### src/rtl/msf_dec_pkg.sv
package msf_dec_pkg;

  // Off-interval limits in milliseconds
  localparam int GLITCH_MS = 50;
  localparam int ONE_MS    = 150;
  localparam int MARK_MS   = 350;

  typedef enum logic [1:0] {
    ST_WAIT_HIGH = 2'd0,
    ST_ARMED     = 2'd1,
    ST_LOW       = 2'd2
  } decState_t;

  // Strobes from control to datapath
  typedef struct packed {
    logic startCnt;   // first low sample: load counter with 1
    logic incCnt;     // further low sample: count up
    logic latchData;  // classify as a data frame
    logic latchMark;  // classify as the minute marker
  } decCtl_t;

endpackage

### src/rtl/msf_dec_datapath.sv
module msf_dec_datapath
  import msf_dec_pkg::*;
#(
  parameter int CLK_PER_MS = 50000
) (
  input  logic    clk,
  input  logic    rstN,
  input  decCtl_t ctl,
  output logic    geGlitch,
  output logic    geMark,
  output logic    bitA,
  output logic    newMinute,
  output logic    frameToggle
);

  localparam int GLITCH_TICKS = GLITCH_MS * CLK_PER_MS;
  localparam int ONE_TICKS    = ONE_MS * CLK_PER_MS;
  localparam int MARK_TICKS   = MARK_MS * CLK_PER_MS;
  localparam int CNT_W        = $clog2(MARK_TICKS + 1);
  localparam logic [CNT_W-1:0] CNT_MAX = CNT_W'(MARK_TICKS);

  logic [CNT_W-1:0] lowCnt;
  logic             geOne;

  // The counter saturates at the marker limit; longer intervals classify the same way
  always_ff @(posedge clk or negedge rstN) begin
    if (!rstN) begin
      lowCnt <= '0;
    end else if (ctl.startCnt) begin
      lowCnt <= CNT_W'(1);
    end else if (ctl.incCnt && (lowCnt != CNT_MAX)) begin
      lowCnt <= lowCnt + CNT_W'(1);
    end
  end

  assign geGlitch = (lowCnt >= CNT_W'(GLITCH_TICKS));
  assign geOne    = (lowCnt >= CNT_W'(ONE_TICKS));
  assign geMark   = (lowCnt >= CNT_MAX);

  always_ff @(posedge clk or negedge rstN) begin
    if (!rstN) begin
      bitA        <= 1'b0;
      newMinute   <= 1'b0;
      frameToggle <= 1'b0;
    end else if (ctl.latchData) begin
      bitA        <= geOne;
      newMinute   <= 1'b0;
      frameToggle <= ~frameToggle;
    end else if (ctl.latchMark) begin
      newMinute   <= 1'b1;
      frameToggle <= ~frameToggle;
    end
  end

endmodule

### src/rtl/msf_dec_control.sv
module msf_dec_control
  import msf_dec_pkg::*;
(
  input  logic    clk,
  input  logic    rstN,
  input  logic    carrierLvl,
  input  logic    geGlitch,
  input  logic    geMark,
  output decCtl_t ctl
);

  decState_t state, stateNext;

  always_ff @(posedge clk or negedge rstN) begin
    if (!rstN) state <= ST_WAIT_HIGH;
    else       state <= stateNext;
  end

  always_comb begin
    stateNext = state;
    ctl       = '0;
    unique case (state)
      ST_WAIT_HIGH: if (carrierLvl) stateNext = ST_ARMED;
      ST_ARMED: begin
        if (!carrierLvl) begin
          stateNext    = ST_LOW;
          ctl.startCnt = 1'b1;
        end
      end
      ST_LOW: begin
        if (!carrierLvl) begin
          ctl.incCnt = 1'b1;
        end else begin
          stateNext = ST_ARMED;
          if (geGlitch) begin
            ctl.latchMark = geMark;
            ctl.latchData = ~geMark;
          end
        end
      end
      default: stateNext = ST_WAIT_HIGH;
    endcase
  end

endmodule

### src/rtl/msf_frame_decoder.sv
module msf_frame_decoder #(
  parameter int CLK_PER_MS = 50000
) (
  input  logic clk,
  input  logic rstN,
  input  logic carrierLvl,
  output logic bitA,
  output logic newMinute,
  output logic frameToggle
);

  msf_dec_pkg::decCtl_t ctl;
  logic geGlitch;
  logic geMark;

  msf_dec_control u_ctrl (
    .clk        (clk),
    .rstN       (rstN),
    .carrierLvl (carrierLvl),
    .geGlitch   (geGlitch),
    .geMark     (geMark),
    .ctl        (ctl)
  );

  msf_dec_datapath #(.CLK_PER_MS(CLK_PER_MS)) u_dp (
    .clk         (clk),
    .rstN        (rstN),
    .ctl         (ctl),
    .geGlitch    (geGlitch),
    .geMark      (geMark),
    .bitA        (bitA),
    .newMinute   (newMinute),
    .frameToggle (frameToggle)
  );

endmodule

### config.mk
export PLATFORM = sky130hd
export DESIGN_NAME = msf_frame_decoder
export DESIGN_NICKNAME = d
export VERILOG_FILES = /design/src/rtl/msf_dec_pkg.sv /design/src/rtl/msf_dec_datapath.sv /design/src/rtl/msf_dec_control.sv /design/src/rtl/msf_frame_decoder.sv
export SDC_FILE = /design/constraint.sdc
export NUM_CORES = 1
export LEC_CHECK = 0
export BUFFER_PORTS_ARGS = -buffer_cell sky130_fd_sc_hd__buf_2
export CORE_MARGIN = 2
export CORE_UTILIZATION = 40
export DETAILED_ROUTE_END_ITERATION = 10
export PLACE_DENSITY = 0.69
export SLEW_MARGIN = 10
export SYNTH_ARGS = -nofsm -noshare
export SYNTH_HDL_FRONTEND = slang
export SYNTH_SLANG_ARGS = --single-unit
### constraint.sdc
create_clock -name clk -period 2.1 [get_ports clk]
set_input_delay 0.21 -clock clk [delete_from_list [all_inputs] [get_ports clk]]
set_output_delay 0.21 -clock clk [all_outputs]
set_load 0.02 [all_outputs]
==> metrics.csv <==
stage,metric,value,unit
clocking,numCtsBuffers,5,
yosys,ys_seq_area_frac,0.438,
clocking,clock_sinks,30,
outcome,status,"finished, final reports clean",
grt,grt_util_all_layers,0.159,
clocking,path_clk_slew,0.06,ns
die,io_pins,6,
worst_setup_path,cp.arrival,2.20,ns
final_layout,antenna_cells,0,
placement,place.gp.congestion,0.809,
pwr,total_power,1.41,mW
clocking,postCtsSetupBuffers,0,
timing,clock_skew,0.00447,ns
worst_setup_path,crit_start,u_dp.lowCnt[23]$_DFFE_PN0P_,
die,die_area,4820,um2
grt,grt_max_degree,31,
pwr,p_per_area,690,nW/um2
die,rows,23,
final_layout,drive_gt1_frac,0.171,
routing,final_antenna_net_count,0,
yosys,synthCells,190,
clocking,cts_root_buf,clkbuf_8,
placement,port-buffer-count,5,
placement,place_area,1870,um2
worst_setup_path,cp-start-kind,flip-flop,
final_layout,final_common_cell,dfrtp_1,
timing,rsz0062_at_grt,no,
timing,period_minus_slack,1.99,ns
worst_setup_path,crit_path_max_fanout,6,
die,core_area,4060,um2
yosys,syn_area,1710,um2
grt,grt_overflow,0,
worst_setup_path,timing.rr.start,u_dp.lowCnt[23]$_DFFE_PN0P_,
final_layout,final_util,0.502,
routing,dr.pass1.iters,4,
pwr,p_leak,0.868,nW
yosys,ys_seq_elements,30,
job,cap_viol_max_count,0,
worst_hold_path,worstHoldStart,carrierLvl,
grt,antenna_found_initial,0,
routing,wl_per_cell,13.4,um
yosys,yosysWarnings,0,
final_layout,final_area,2040,um2
placement,dp.final_hpwl,2470,um
timing,worst_pin_slew,0.649,ns
yosys,syn-num-nets,195,
worst_setup_path,required,2.31,ns
routing,drt_iter0_markers,62,
worst_setup_path,reg2reg_depth,7,
worst_setup_path,r2r_setup_slack,0.11,ns
worst_setup_path,r2r-end,u_dp.lowCnt[2]$_DFFE_PN0P_,
yosys,ys_types,39,
routing,vias,1417,
clocking,clockBufferDepth,2,
timing,setup_tns,0,ns
clocking,clk_latency,0.28,ns
final_layout,final_cell_mix,"29 x dfrtp_1, 26 x nor2_1, 19 x nand2_1",
die,dieWidth,69.4,um
timing,slew_viol_final,0,
routing,drc_errors,0,
pwr,ir_drop,285,uV
timing,fin_crit_sh,0.947,
worst_setup_path,end_kind,flip-flop,
clocking,cts_tree,built,
worst_hold_path,min_path_type,in -> reg,
worst_setup_path,critPathCapture,u_dp.lowCnt[2]$_DFFE_PN0P_,
routing,via_per_inst,5.43,
die,start_util,0.422,
final_layout,syn_to_final_growth,19.0,%
timing,finalSetupViolCount,0,
timing,max_freq,0.503,GHz
timing,slew-limit-headroom,0.567,
die,die_y,69.4,um
routing,drt-total-wl,3500,um
timing,hold_viol,0,
worst_setup_path,crit_type,reg -> reg,
grt,first_global_vias,1348,
grt,grt_pass1_wl,6130,um
yosys,synth_area_per_cell,9.02,um2
final_layout,nNetsFinal,215,
clocking,cts_max_level,2,
==> metrics by stage <==
| stage | std cells | hold slack, ns | setup slack [ns] |
|---|---|---|---|
| after floorplan | 190 | -0.0856 | 0.0944 |
| after global placement | 252 | 0.280 | 0.115 |
| after detailed placement | 252 | 0.282 | 0.0650 |
| after CTS | 261 | 0.188 | 0.0419 |
| after global routing | 261 | 0.186 | 0.00353 |
| final | 261 | 0.196 | 0.110 |
==> layout make-up <==
cell class | instances | area, um2
clock inverters | 2 | 60.1
inverters | 2 | 7.51
fillers | 380 | 2020
multi-input cells | 150 | 926
well taps | 50 | 62.6
clock buffers | 6 | 82.6
flip-flops and latches | 30 | 752
repair buffers | 21 | 148
==> synth_stat cells (all sizes together) <==
cell,n,share of area
inv,2,0.0044
mux2i,1,0.0058
and4b,1,0.0058
o21ai,5,0.015
o21ba,1,0.0058
and4,2,0.010
nor2,26,0.057
or3b,1,0.0051
o41a,1,0.0066
dfrtp,30,0.44
or3,5,0.018
or4,1,0.0066
nor4,6,0.034
a21boi,2,0.0088
and3,3,0.011
nand3b,2,0.0088
a211o,1,0.0051
nor4b,2,0.010
a2111oi,1,0.0051
nand4,2,0.0073
a21oi,8,0.023
clkbuf,5,0.011
mux2,1,0.0066
xnor2,17,0.087
o21bai,1,0.0044
nor3,14,0.041
nand2,19,0.042
a21o,1,0.0044
and2,4,0.015
or2,1,0.0037
nand3,13,0.038
ha,2,0.015
o31ai,2,0.0088
xor2,3,0.015
nor3b,1,0.0044
buf,3,0.012
==> cell families after synthesis <==
family                     Yosys count  synth area share
muxes                                2            0.0124
DFF                                 30             0.438
xor gates and xnor gates            20             0.102
adders and majority gates            2            0.0146
and+or+nand+nor                    103             0.318
AOI/OAI and AO/OA                   23            0.0869
buffers and inverters               10            0.0278
==> timing repair <==
item,4_1_cts,5_1_grt
hold buffers,1,0
endpoints found under the setup margin,0,19
resized for setup,0,4
hold endpoints to repair,30,0
==> power breakdown <==
group          leakage, nW  internal, mW  total, mW  switching (mW)
Combinational        0.387        0.0261     0.0733          0.0472
Sequential           0.410         0.593      0.611          0.0181
Clock               0.0714         0.506      0.721           0.215
==> critical path, stage by stage, from the launching register on <==
cell	delay, ns
dfrtp_1	0.37
nor4_1	0.46
nand3_1	0.24
nor4_4	0.27
buf_4	0.19
nor2_1	0.10
nand2_1	0.11
mux2i_1	0.17
==> registers in the layout, summed over array words and instances (netlist names) <==
name and flops:
u_ctrl.state 2, u_dp.bitA 1, u_dp.frameToggle 1, u_dp.lowCnt 25, u_dp.newMinute 1
==> routing by layer <==
layer  up-vias  wire (um)  track usage
met5         -          0            0
met4         0         68       0.0654
met3         6        175       0.0480
met2        31       1520        0.228
met1       673       1730        0.223
li1        707          -            -
==> worst min-delay path by stage <==
stage | slack, ns | to | depth (start not counted)
after floorplan | -0.09 | u_ctrl.state[0]$_DFFE_PN0P_ | 0
after global routing | 0.19 | u_ctrl.state[0]$_DFFE_PN0P_ | 2
after CTS | 0.19 | u_ctrl.state[0]$_DFFE_PN0P_ | 2
after global placement | 0.28 | u_dp.lowCnt[22]$_DFFE_PN0P_ | 1
final | 0.20 | u_ctrl.state[0]$_DFFE_PN0P_ | 2
after detailed placement | 0.28 | u_dp.lowCnt[22]$_DFFE_PN0P_ | 1
No activity file was read; power rests on OpenSTA's default activity.
